==> src/rtl/mmd_seq_pkg.sv <==
package mmd_seq_pkg;
  typedef enum logic [2:0] {
    ST_IDLE,
    ST_ADDR_CTL,
    ST_ADDR_DAT,
    ST_DATA_CTL,
    ST_DATA_XFER
  } seq_st_t;

  localparam logic [4:0] C22_CTRL_REG = 5'd13;
  localparam logic [4:0] C22_DATA_REG = 5'd14;

  localparam logic [1:0] FN_ADDR     = 2'b00;
  localparam logic [1:0] FN_DATA_FIX = 2'b01;
  localparam logic [1:0] FN_DATA_INC = 2'b10;
endpackage

==> src/rtl/mmd_step_ctrl.sv <==
module mmd_step_ctrl
  import mmd_seq_pkg::*;
(
  input  logic    clk,
  input  logic    rst,
  input  logic    start,
  input  logic    ready,
  output seq_st_t st,
  output logic    accept,
  output logic    valid,
  output logic    busy,
  output logic    done,
  output logic    last_hs
);
  seq_st_t st_q, st_d;
  logic    done_q;
  logic    hs;

  assign valid   = (st_q != ST_IDLE);
  assign busy    = valid;
  assign accept  = (st_q == ST_IDLE) && start;
  assign hs      = valid && ready;
  assign last_hs = hs && (st_q == ST_DATA_XFER);
  assign st      = st_q;
  assign done    = done_q;

  always_comb begin
    st_d = st_q;
    unique case (st_q)
      ST_IDLE:      if (start) st_d = ST_ADDR_CTL;
      ST_ADDR_CTL:  if (hs)    st_d = ST_ADDR_DAT;
      ST_ADDR_DAT:  if (hs)    st_d = ST_DATA_CTL;
      ST_DATA_CTL:  if (hs)    st_d = ST_DATA_XFER;
      ST_DATA_XFER: if (hs)    st_d = ST_IDLE;
      default:                 st_d = ST_IDLE;
    endcase
  end

  always_ff @(posedge clk) begin
    if (rst) begin
      st_q   <= ST_IDLE;
      done_q <= 1'b0;
    end else begin
      st_q   <= st_d;
      done_q <= last_hs;
    end
  end

  // a stalled step does not move
  p_stall_holds_r6: assert property (@(posedge clk) disable iff (rst)
    valid && !ready |=> valid && $stable(st_q));
  // completion is a single pulse with busy low
  p_done_pulse_r8: assert property (@(posedge clk) disable iff (rst)
    done |-> !busy ##1 !done);
  // a start during an access cannot end or restart it
  p_start_ignored_r10: assert property (@(posedge clk) disable iff (rst)
    busy && start && !ready |=> busy && $stable(st_q));
endmodule

==> src/rtl/mmd_req_build.sv <==
module mmd_req_build
  import mmd_seq_pkg::*;
#(
  parameter int DEV_W  = 5,
  parameter int DATA_W = 16
) (
  input  logic              clk,
  input  logic              rst,
  input  seq_st_t           st,
  input  logic              ready,
  input  logic [DEV_W-1:0]  dev,
  input  logic [DATA_W-1:0] addr,
  input  logic              wr,
  input  logic [DATA_W-1:0] wval,
  input  logic              incr,
  output logic              req_write,
  output logic [4:0]        req_reg,
  output logic [DATA_W-1:0] req_data
);
  localparam int PAD_W = DATA_W - 2 - DEV_W;

  logic [DATA_W-1:0] ctl_addr_word;
  logic [DATA_W-1:0] ctl_data_word;
  logic [1:0]        data_fn;

  assign data_fn = incr ? FN_DATA_INC : FN_DATA_FIX;

  generate
    if (PAD_W > 0) begin : g_pad
      assign ctl_addr_word = {FN_ADDR, {PAD_W{1'b0}}, dev};
      assign ctl_data_word = {data_fn, {PAD_W{1'b0}}, dev};
    end else begin : g_nopad
      assign ctl_addr_word = {FN_ADDR, dev};
      assign ctl_data_word = {data_fn, dev};
    end
  endgenerate

  always_comb begin
    req_write = 1'b1;
    req_reg   = C22_CTRL_REG;
    req_data  = '0;
    unique case (st)
      ST_ADDR_CTL: req_data = ctl_addr_word;
      ST_ADDR_DAT: begin
        req_reg  = C22_DATA_REG;
        req_data = addr;
      end
      ST_DATA_CTL: req_data = ctl_data_word;
      ST_DATA_XFER: begin
        req_reg   = C22_DATA_REG;
        req_write = wr;
        req_data  = wr ? wval : '0;
      end
      default: ;
    endcase
  end

  // offered payload frozen while the engine stalls
  p_payload_stable_r6: assert property (@(posedge clk) disable iff (rst)
    (st != ST_IDLE) && !ready |=> $stable({req_write, req_reg, req_data}));
  // a read only ever targets the data register
  p_read_data_reg_r5: assert property (@(posedge clk) disable iff (rst)
    (st != ST_IDLE) && !req_write |-> req_reg == C22_DATA_REG);
  // a control word never carries function code 11
  p_ctrl_fn_legal_r4: assert property (@(posedge clk) disable iff (rst)
    (st != ST_IDLE) && req_reg == C22_CTRL_REG |-> req_data[DATA_W-1:DATA_W-2] != 2'b11);
endmodule

==> src/rtl/mmd_indirect_seq.sv <==
module mmd_indirect_seq
  import mmd_seq_pkg::*;
#(
  parameter int PHY_W  = 5,
  parameter int DEV_W  = 5,
  parameter int DATA_W = 16
) (
  input  logic              clk,
  input  logic              rst,
  input  logic              start,
  input  logic [PHY_W-1:0]  phy_addr,
  input  logic [DEV_W-1:0]  mmd_dev,
  input  logic [DATA_W-1:0] mmd_addr,
  input  logic              op_write,
  input  logic [DATA_W-1:0] wdata,
  input  logic              post_incr,
  output logic              busy,
  output logic              done,
  output logic [DATA_W-1:0] rd_data,
  output logic              c22_valid,
  input  logic              c22_ready,
  output logic              c22_write,
  output logic [PHY_W-1:0]  c22_phy,
  output logic [4:0]        c22_reg,
  output logic [DATA_W-1:0] c22_wdata,
  input  logic [DATA_W-1:0] c22_rdata
);
  seq_st_t           st;
  logic              accept;
  logic              last_hs;
  logic [PHY_W-1:0]  phy_q;
  logic [DEV_W-1:0]  dev_q;
  logic [DATA_W-1:0] addr_q;
  logic [DATA_W-1:0] wval_q;
  logic              wr_q;
  logic              incr_q;
  logic [DATA_W-1:0] rd_q;

  mmd_step_ctrl u_ctrl (
    .clk     (clk),
    .rst     (rst),
    .start   (start),
    .ready   (c22_ready),
    .st      (st),
    .accept  (accept),
    .valid   (c22_valid),
    .busy    (busy),
    .done    (done),
    .last_hs (last_hs)
  );

  mmd_req_build #(.DEV_W(DEV_W), .DATA_W(DATA_W)) u_build (
    .clk       (clk),
    .rst       (rst),
    .st        (st),
    .ready     (c22_ready),
    .dev       (dev_q),
    .addr      (addr_q),
    .wr        (wr_q),
    .wval      (wval_q),
    .incr      (incr_q),
    .req_write (c22_write),
    .req_reg   (c22_reg),
    .req_data  (c22_wdata)
  );

  always_ff @(posedge clk) begin
    if (rst) begin
      phy_q  <= '0;
      dev_q  <= '0;
      addr_q <= '0;
      wval_q <= '0;
      wr_q   <= 1'b0;
      incr_q <= 1'b0;
      rd_q   <= '0;
    end else begin
      if (accept) begin
        phy_q  <= phy_addr;
        dev_q  <= mmd_dev;
        addr_q <= mmd_addr;
        wval_q <= wdata;
        wr_q   <= op_write;
        incr_q <= post_incr;
      end
      if (last_hs && !wr_q) rd_q <= c22_rdata;
    end
  end

  assign c22_phy = phy_q;
  assign rd_data = rd_q;

  // the result only moves when an access completes
  p_rd_hold_r9: assert property (@(posedge clk) disable iff (rst)
    !done |-> $stable(rd_data));
  // PHY address constant across the whole chain
  p_phy_const_r7: assert property (@(posedge clk) disable iff (rst)
    c22_valid && $past(c22_valid) |-> $stable(c22_phy));
  // no gap between steps
  p_no_gap_r7: assert property (@(posedge clk) disable iff (rst)
    c22_valid && !(c22_ready && c22_reg == C22_DATA_REG && !$isunknown(st) && st == ST_DATA_XFER) |=> c22_valid);
endmodule

==> config.mk <==
export PLATFORM = sky130hd
export DESIGN_NAME = mmd_indirect_seq
export DESIGN_NICKNAME = d
export VERILOG_FILES = /design/src/rtl/mmd_seq_pkg.sv /design/src/rtl/mmd_step_ctrl.sv /design/src/rtl/mmd_req_build.sv /design/src/rtl/mmd_indirect_seq.sv
export SDC_FILE = /design/constraint.sdc
export NUM_CORES = 1
export LEC_CHECK = 0
export ABC_AREA = 0
export BUFFER_PORTS_ARGS = -buffer_cell sky130_fd_sc_hd__buf_4
export CORE_ASPECT_RATIO = 1.4
export CORE_MARGIN = 10
export CORE_UTILIZATION = 52
export CTS_BUF_LIST = sky130_fd_sc_hd__clkbuf_16
export DETAILED_ROUTE_END_ITERATION = 16
export PLACE_DENSITY = 0.85
export SLEW_MARGIN = 20
export SYNTH_ARGS = -nofsm -noshare
export SYNTH_HDL_FRONTEND = slang
export SYNTH_SLANG_ARGS = --single-unit
==> constraint.sdc <==
create_clock -name clk -period 2.6 [get_ports clk]
set_clock_uncertainty 0.1 [all_clocks]
set_input_delay 0 -clock clk [delete_from_list [all_inputs] [get_ports clk]]
set_output_delay 0 -clock clk [all_outputs]
set_load 0.02 [all_outputs]
==> results of run 1 <==
[flip-flops by register name (all words and copies together) (netlist names)]
name / flops
wval_q: 16
addr_q: 16
wr_q: 1
c22_phy: 5
incr_q: 1
u_ctrl.st: 3
rd_data: 16
u_ctrl.done: 1
dev_q: 5
[layer usage]
layer	track usage (%)	vias to the layer above
met5	0	-
met4	9.27	0
met3	6.75	23
met2	36.9	124
met1	21.0	1321
li1	-	1375
[cell usage in the layout, fill, tap and decap left out, drive strengths merged, types with 5 or more instances in the layout]
cell,instances
dlygate4sd3,61
clkbuf,9
a222oi,5
a21oi,44
nand2,95
inv,8
mux2i,16
a22o,9
buf,111
nand2b,32
dfxtp,64
[logic make-up after synthesis]
| group | Yosys count | share of synthesized area (%) |
|---|---|---|
| buffers and inverters | 37 | 7.99 |
| flip-flops | 64 | 46.2 |
| other | 2 | 0.271 |
| XOR/XNOR | 2 | 0.632 |
| AND/OR/NAND/NOR | 142 | 25.1 |
| multiplexers | 17 | 6.18 |
| AO/OA/AOI/OAI | 62 | 13.6 |
[worst min path at each step]
stage | to | start | cells after the start | slack [ps]
after CTS | u_ctrl.st[0] | start | 4 | 30
after floorplan | addr_q[0] | mmd_addr[0] | 2 | 40
after global routing | u_ctrl.st[0] | start | 4 | 150
after global placement | c22_phy[4] | phy_addr[4] | 3 | 150
after detailed placement | wval_q[5] | wdata[5] | 3 | 160
final | u_ctrl.st[0] | start | 4 | 30
[worst reg2reg max path, stage by stage (launching register included)]
cell,delay (ps)
dfxtp_1,470
or4b_1,690
buf_4,320
nand2_1,130
a21oi_1,80
[final cells by class]
cell class / instances / area (sq um) / share of cell area [%]
timing repair buffer: 172 / 1440 / 33.1
clock buffer: 9 / 225 / 5.16
clock inverter: 4 / 16.3 / 0.373
multi-input combinational: 226 / 1290 / 29.5
inverter: 7 / 26.3 / 0.602
tap: 66 / 82.6 / 1.89
sequential: 64 / 1280 / 29.4
[metrics by stage]
step                      hold slack (ps)  area, sq um  setup WS, ps  cells
after floorplan                      36.0         2780          1020    327
after global placement                147         3510           731    474
after detailed placement              156         3510           695    474
after CTS                            28.9         4360           507    548
after global routing                  150         4360           368    548
final                                34.8         4360           484    548
[where the power goes]
group | switching [mW] | internal (mW)
clock | 0.373 | 0.613
combinational | 0.198 | 0.215
sequential | 0.0409 | 1.04
total | 0.612 | 1.87
[repair_timing]
action / in CTS / in global routing
gates resized for setup: 0 / 0
setup endpoints to repair: 0 / 0
hold endpoints to repair: 63 / 0
hold buffers: 61 / 0
==> impl_metrics.tcl, run 1 <==
set metrics [dict create \
    status "completed" \
    path_cells "nor4bb_4, buf_4, a222oi_1, inv_1, buf_4" \
    nets 544 \
    clk_pin_slew_ps 50 \
    ant_nets 0 \
    numCtsBuffers 9 \
    fin_crit_sh_pct 81.4 \
    clock-sinks 64 \
    yosysSeqAreaShare_pct 46.2 \
    cts_buffer_depth 2 \
    grt_use_total_pct 20.7 \
    synth_most_common_cell "nand2_1" \
    n_antenna_cell 0 \
    wl_met3_um 738 \
    die_area_sq_um 8690 \
    synth_ff_type "dfxtp_1" \
    synthToLayoutAreaGrowth_pct 57.4 \
    fill_cells 291 \
    drv_cap 0 \
    hold_class "input port to flop" \
    dieWidth_um 81.7 \
    place.detailed.hpwl_mm 5.15 \
    worst_ep_required_time_ps 2500 \
    cpMaxStageDelayCell "dfxtp_1" \
    viasPerCell 5.19 \
    finalPower_mw 2.48 \
    ff2ff_path_depth 4 \
    portBuffers 106 \
    async_flop_share_pct 0 \
    gp_congestion 0.739 \
    die_h_um 106 \
    cp_max_fo 16 \
    crit_buf_inv 3 \
    top_layer_used "met4" \
    post-route-util_pct 84.6 \
    synth_area_per_cell_sq_um 8.51 \
    synth-edff-count 0 \
    ys_ff_latch 64 \
    p_leak_nw 1.90 \
    synth.largest_area_cell "dfxtp_1" \
    start_util_pct 53.7 \
    yosys_warnings 0 \
    min_period_ps 2120 \
    dr_wl_met2_mm 4.68 \
    design.portCount 110 \
    cts_htree_levels 3 \
    rows 31 \
    tritoncts "built" \
    synth.area.top_cells "dfxtp_1 46%, nand2_1 13%, a21oi_1 7.9%" \
    drc 0 \
    worst_pin_slew_ps 707 \
    worstSetupPathType "flop to output pin" \
    path_delay_family "flip-flops" \
    grt_max_degree 81 \
    worst_path_largest_cell_delay_ps 670 \
    grt_pass1_vias 2921 \
    finalSetupTns_ps 0 \
    vias 2843 \
    cts_root_buf "clkbuf_16" \
    critPathLaunch "u_ctrl.st[1]" \
    synth_common_cells "95 x nand2_1, 64 x dfxtp_1, 44 x a21oi_1" \
    worstSkewPairLatency_ps 320 \
    finalSetupViolCount 0 \
    rsz0062_at_grt "false" \
    rrSetupSlack_ps 650 \
    antenna_found_initial 0 \
    r2r-end "wval_q[10]" \
    postCtsSetupRepairBufs 0 \
    max_freq_mhz 472 \
    first_pass_iters 6 \
    met1_length_mm 3.37 \
    critPathCapture "c22_wdata[2]" \
    drt-wirelength-per-cell_um 16.4 \
    synth.distinct_cells 31 \
    startpoint_type "flop" \
    drt-initial-drc-count 132 \
    synthCells 326 \
    syn-cell-area_sq_um 2770 \
    finalHoldViolations 0 \
    routed_wl_mm 9.00 \
    worst-path-stages 5 \
    end_kind "output pin" \
    grt_pass1_wl_mm 14.3 \
    powerDensity_nw_per_um2 568 \
    vdd_ir_drop_max_uv 474 \
    coreArea_sq_um 5160 \
    synth_top_area_share_pct 46.2 \
    gr-total-overflow 0 \
    arrival_ps 2020 \
    slew_viol_final 0 \
    max-slew-margin-rel_pct 52.9 \
    drive_above_1_share_pct 26.3 \
    cpMostUsedCell "buf_4" \
    regToRegStartpoint "u_ctrl.st[1]" \
]
No activity file was read; power rests on OpenSTA's default activity.
==> inputs of run 2 (changes only) <==
--- a/config.mk
+++ b/config.mk
@@ -5,14 +5,14 @@
 export SDC_FILE = /design/constraint.sdc
 export NUM_CORES = 1
 export LEC_CHECK = 0
-export ABC_AREA = 0
+export ABC_AREA = 1
 export BUFFER_PORTS_ARGS = -buffer_cell sky130_fd_sc_hd__buf_4
 export CORE_ASPECT_RATIO = 1.4
 export CORE_MARGIN = 10
-export CORE_UTILIZATION = 52
+export CORE_UTILIZATION = 49
 export CTS_BUF_LIST = sky130_fd_sc_hd__clkbuf_16
 export DETAILED_ROUTE_END_ITERATION = 16
-export PLACE_DENSITY = 0.85
+export PLACE_DENSITY = 0.8
 export SLEW_MARGIN = 20
 export SYNTH_ARGS = -nofsm -noshare
 export SYNTH_HDL_FRONTEND = slang
==> constraint.sdc (replaced) <==
create_clock -name clk -period 2 [get_ports clk]
set_clock_uncertainty 0.1 [all_clocks]
set_input_delay 0 -clock clk [delete_from_list [all_inputs] [get_ports clk]]
set_output_delay 0 -clock clk [all_outputs]
set_load 0.02 [all_outputs]
==> run 2 against run 1 <==
Effect of this change: sequential share of layout area shrank 2.0 points; critical path depth grew 2; combinational power grew to 3.8 times the previous value; synthesized area grew 3.2%; routed wire length grew 12%; critical path type is now flop to flop; die area grew 7.4%; highest routed layer unchanged; non-clock buffer count grew 18; synthesized cell count grew 1.5%; cell count grew 5.5%; register-to-register slack lost 560 ps; via count grew 6.9%; design area grew 7.5%; largest power group unchanged.
==> impl_metrics.tcl, run 2 <==
set metrics [dict create \
    min_period_ps 1910 \
    place.detailed.hpwl_mm 5.79 \
    finalSetupViolCount 0 \
    fill_cells 317 \
    antenna_found_initial 0 \
    dp_cells 484 \
    arrival_ps 2070 \
    coreArea_sq_um 5610 \
    pwr-share-comb_pct 35.1 \
    seqPwrFrac_pct 35.9 \
    ys_ff_latch 64 \
    grt_pass1_wl_mm 16.2 \
    worstSkewPairLatency_ps 320 \
    slew_viol_final 0 \
    drt-initial-drc-count 174 \
    rsz0062_at_grt "false" \
    cts_root_buf "clkbuf_16" \
    ff2ff_path_depth 7 \
    gr-usage-met3_pct 7.12 \
    p_leak_nw 1.93 \
    gr-total-overflow 0 \
    dieWidth_um 84.6 \
    cts_htree_levels 3 \
    rows 32 \
    worstSetupPathType "flop to flop" \
    powerDensity_nw_per_um2 960 \
    synth.area.top_cells "dfxtp_1 45%, a211oi_2 15%, nand2_1 6.7%" \
    routed_wl_mm 10.1 \
    synth_area_per_cell_sq_um 8.64 \
    n_antenna_cell 0 \
    clock-sinks 64 \
    layout.area.seq_sq_um 1280 \
    synth_ff_type "dfxtp_1" \
    synthCells 331 \
    use_met2_pct 36.9 \
    multiInputGateArea_sq_um 1240 \
    die_h_um 110 \
    viasPerCell 5.26 \
    die_area_sq_um 9340 \
    vdd_ir_drop_max_uv 648 \
    synth_top_area_share_pct 44.8 \
    synth-edff-count 0 \
    numCtsBuffers 9 \
    start_util_pct 51.0 \
    mostFrequentLayoutCells "108 x buf_4, 78 x dlygate4sd3_1, 63 x dfxtp_1" \
    syn-cell-area_sq_um 2860 \
    synth.distinct_cells 24 \
    design.portCount 110 \
    synth.largest_area_cell "dfxtp_1" \
    layoutNonFillerInstCount 578 \
    p_switching_mw 1.55 \
    nets 570 \
    clk_pin_slew_ps 50 \
    startpoint_type "flop" \
    grt_use_total_pct 21.0 \
    ant_nets 0 \
    max_freq_mhz 523 \
    worst_ep_required_time_ps 2160 \
    hold_class "input port to flop" \
    swShare_pct 34.4 \
    post-route-util_pct 83.7 \
    whs_ps 80.8 \
    gp_congestion 0.755 \
    drt-wirelength-per-cell_um 17.4 \
    cp_max_fo 21 \
    cts_buffer_depth 2 \
    status "completed" \
    end_kind "flop" \
    drc 0 \
    use_met1_pct 21.1 \
    drv_cap 0 \
    rrSetupSlack_ps 90 \
    drive_above_1_share_pct 32.9 \
    critPathLaunch "u_ctrl.st[0]" \
    portBuffers 106 \
    synthToLayoutAreaGrowth_pct 63.9 \
    fin_crit_sh_pct 95.6 \
    vias 3038 \
    finalHoldViolations 0 \
    p_clk_share_pct 29.0 \
    grt.busiest_layer "met2" \
    grt_pass1_vias 3234 \
    finalSetupTns_ps 0 \
    yosysSeqAreaShare_pct 44.8 \
    synth_most_common_cell "dfxtp_1" \
    r2r-end "rd_data[6]" \
    first_pass_iters 5 \
    tritoncts "built" \
    layout_commonest_cell "buf_4" \
    synth_common_cells "64 x dfxtp_1, 51 x nand2_1, 37 x inv_1" \
    p_int_mw 2.95 \
    regToRegStartpoint "u_ctrl.st[0]" \
    yosys_warnings 0 \
    grt_max_degree 38 \
    async_flop_share_pct 0 \
    critPathCapture "rd_data[6]" \
]
## run 2: changes by cell type after synthesis, moves of 15 or more
| cell | change |
|---|---|
| mux2i_1 | -16 |
| a21oi_1 | -15 |
| nor2_1 | +33 |
| nand2_1 | -44 |
| nand4_1 | +18 |
| a211oi_2 | +34 |
| inv_1 | +30 |
| nand2b_1 | -32 |
## run 2: repair_timing
item                                    4_1_cts  5_1_grt
endpoints found under the setup margin        0       22
hold buffers                                 78        0
gates resized for setup                       0        6
buffers inserted                              0        1
hold endpoints to repair                     62        0
## run 2: through the flow
step                worst slack, ps  power, mW  area (sq um)
floorplan                       636       2.67          2870
CTS                            71.9       4.47          4660
global route                   14.7       4.71          4690
detailed placement              424       3.07          3630
finish                         87.3       4.50          4690
global placement                473       3.03          3630
## run 2: worst min path at each step
| stage | slack, ps | end | cells past startpoint | start |
|---|---|---|---|---|
| 4_1_cts | 80 | c22_phy[2] | 4 | start |
| 5_1_grt | 130 | c22_phy[2] | 4 | start |
| 3_5_place_dp | 170 | wval_q[2] | 3 | wdata[2] |
| 2_1_floorplan | 40 | c22_phy[4] | 2 | phy_addr[4] |
| 6_report | 80 | c22_phy[2] | 4 | start |
| 3_3_place_gp | 150 | wval_q[2] | 3 | wdata[2] |
## run 2: power by group through the flow
stage	logic, mW	clock network [mW]	registers [mW]
finish	1.58	1.31	1.62
global route	1.71	1.36	1.64
CTS	1.55	1.31	1.61
detailed placement	1.44	0	1.63
global placement	1.41	0	1.62
floorplan	1.04	0	1.63
## run 2: metal layers
layer	part of all wire (%)	vias up
met1	37	1404
met4	2.8	0
met5	0	-
met3	8.6	32
li1	-	1464
met2	51	138
## run 2: kinds of logic after synthesis
logic type / Yosys count / synth area share [%]
buf+inv: 69 / 12.1
simple gates: 116 / 18.7
other cells: 2 / 0.262
flops: 64 / 44.8
compound gates: 80 / 24.2
## run 2: final cells by class
class,instances,share of cell area (%)
timing repair buffer,190,35.6
sequential,64,27.3
multi-input combinational,199,26.5
clock buffer,9,4.80
inverter,42,3.36
tap,68,1.81
clock inverter,6,0.480
## run 2: critical path, cell delays in order, from the launching register on
cell	delay [ps]
dfxtp_1	390
inv_2	100
nand3_2	90
inv_2	100
buf_12	160
nand4_1	110
dlygate4sd3_1	630
a21oi_2	160
==> inputs of run 3 (changes only) <==
--- a/config.mk
+++ b/config.mk
@@ -9,10 +9,11 @@
 export BUFFER_PORTS_ARGS = -buffer_cell sky130_fd_sc_hd__buf_4
 export CORE_ASPECT_RATIO = 1.4
 export CORE_MARGIN = 10
-export CORE_UTILIZATION = 49
+export CORE_UTILIZATION = 52
 export CTS_BUF_LIST = sky130_fd_sc_hd__clkbuf_16
+export CTS_CLUSTER_SIZE = 8
 export DETAILED_ROUTE_END_ITERATION = 16
-export PLACE_DENSITY = 0.8
+export PLACE_DENSITY = 0.84
 export SLEW_MARGIN = 20
 export SYNTH_ARGS = -nofsm -noshare
 export SYNTH_HDL_FRONTEND = slang
==> constraint.sdc (replaced) <==
create_clock -name clk -period 2.4 [get_ports clk]
set_clock_uncertainty 0.1 [all_clocks]
set_input_delay 0 -clock clk [delete_from_list [all_inputs] [get_ports clk]]
set_output_delay 0 -clock clk [all_outputs]
set_load 0.02 [all_outputs]
==> run 3 against run 2 <==
Effect of this change: routed wire length is 7.3% higher; setup slack better by 170 ps; largest power group unchanged; fmax is 11% lower; global-route usage is 3.6 points higher; die area is 4.6% lower; first-iteration DRC count is 18% lower; combinational power is 20% lower.
==> impl_metrics.tcl, run 3 (synthesis results as in run 2) <==
set metrics [dict create \
    status "completed" \
    fin_crit_sh_pct 89.2 \
    nets 565 \
    numCtsBuffers 9 \
    finalSetupViolCount 0 \
    p_leak_nw 1.90 \
    viasPerCell 5.46 \
    finalHoldViolations 0 \
    synthToLayoutAreaGrowth_pct 61.9 \
    worstSkewPairLatency_ps 320 \
    path_delay_family "buffers and inverters" \
    max-slew-margin-rel_pct 44.4 \
    hold_class "input port to flop" \
    startpoint_type "flop" \
    die_area_sq_um 8910 \
    grt_max_degree 65 \
    end_kind "flop" \
    clock-sinks 64 \
    grt_use_total_pct 24.6 \
    layout_commonest_cell "buf_4" \
    arrival_ps 2280 \
    tritoncts "built" \
    fill_cells 242 \
    postCtsHoldBufs 77 \
    multiInputGateArea_sq_um 1240 \
    powerDensity_nw_per_um2 829 \
    dieWidth_um 82.7 \
    min_period_ps 2140 \
    cts_htree_levels 3 \
    slew_viol_final 0 \
    mostFrequentLayoutCells "107 x buf_4, 77 x dlygate4sd3_1, 64 x dfxtp_1" \
    layout.area.seq_sq_um 1280 \
    max_freq_mhz 467 \
    worst_path_largest_cell_delay_ps 610 \
    grt_pass1_wl_mm 17.2 \
    cts_root_buf "clkbuf_16" \
    rows 31 \
    cpMaxStageDelayCell "dlygate4sd3_1" \
    n_antenna_cell 0 \
    place.detailed.hpwl_mm 5.70 \
    path_cells "inv_2, nand3_2, inv_2, buf_4, nand4_1, dlygate4sd3_1, a21oi_1" \
    worstSetupPathType "flop to flop" \
    coreArea_sq_um 5280 \
    design.portCount 110 \
    worst_pin_slew_ps 834 \
    grt_pass1_vias 3387 \
    gr-total-overflow 0 \
    vdd_ir_drop_max_uv 550 \
    drt-initial-drc-count 142 \
    vias 3119 \
    start_util_pct 54.2 \
    crit_buf_inv 4 \
    cts_buffer_depth 2 \
    finalSetupTns_ps 0 \
    clk_pin_slew_ps 50 \
    cts_resized 0 \
    first_pass_iters 4 \
    worst_ep_required_time_ps 2540 \
    layoutNonFillerInstCount 571 \
    dp_cells 479 \
    postCtsSetupRepairBufs 0 \
    drive_above_1_share_pct 32.7 \
    drc 0 \
    drt-wirelength-per-cell_um 18.9 \
    routed_wl_mm 10.8 \
    portBuffers 106 \
    rsz0062_at_grt "false" \
    cp_max_fo 21 \
    cpMostUsedCell "inv_2" \
    drv_cap 0 \
    antenna_found_initial 0 \
    die_h_um 108 \
    gp_congestion 0.807 \
    ant_nets 0 \
]
run 3: worst reg2reg max path: stages, from the launching register on:
cell           delay, ps
dfxtp_1              360
inv_2                150
nand3_2              150
inv_2                 90
buf_4                270
nand4_1              140
dlygate4sd3_1        610
a21oi_1              180
run 3: layout make-up:
type | count | share of cell area, %
Clock buffer | 9 | 4.86
Clock inverter | 6 | 1.13
Inverter | 42 | 3.40
Multi-Input combinational cell | 199 | 26.7
Sequential cell | 64 | 27.7
Tap cell | 66 | 1.78
Timing Repair Buffer | 185 | 34.4
run 3: worst paths after layout:
path,startpoint,cells past startpoint,endpoint,slack (ps)
setup / recovery,u_ctrl.st[1],7,rd_data[3],260
hold / removal,start,3,wr_q,190
setup reg to reg,u_ctrl.st[1],7,rd_data[3],260
hold reg to reg,wval_q[7],2,wval_q[7],370
run 3: through the flow:
step	power (mW)	instance area [sq um]	setup WS, ps	hold WS (ps)	utilization (%)
2_1_floorplan	2.23	2870	1040	44.6	-
3_3_place_gp	2.46	3580	762	150	67.9
3_5_place_dp	2.50	3580	693	160	67.9
4_1_cts	3.80	4630	360	172	87.8
5_1_grt	4.02	4630	138	214	87.8
6_report	3.84	4630	259	186	87.8
run 3: power by group:
group,internal (mW),switching [mW]
Clock,0.783,0.441
Sequential,1.25,0.0920
Combinational,0.496,0.775
Total,2.53,1.31
run 3: layer usage:
| metal | global-route usage [%] | routed length, um |
|---|---|---|
| met3 | 7.78 | 847 |
| met5 | 0 | 0 |
| met4 | 12.6 | 444 |
| met2 | 42.7 | 5610 |
| met1 | 25.2 | 3890 |
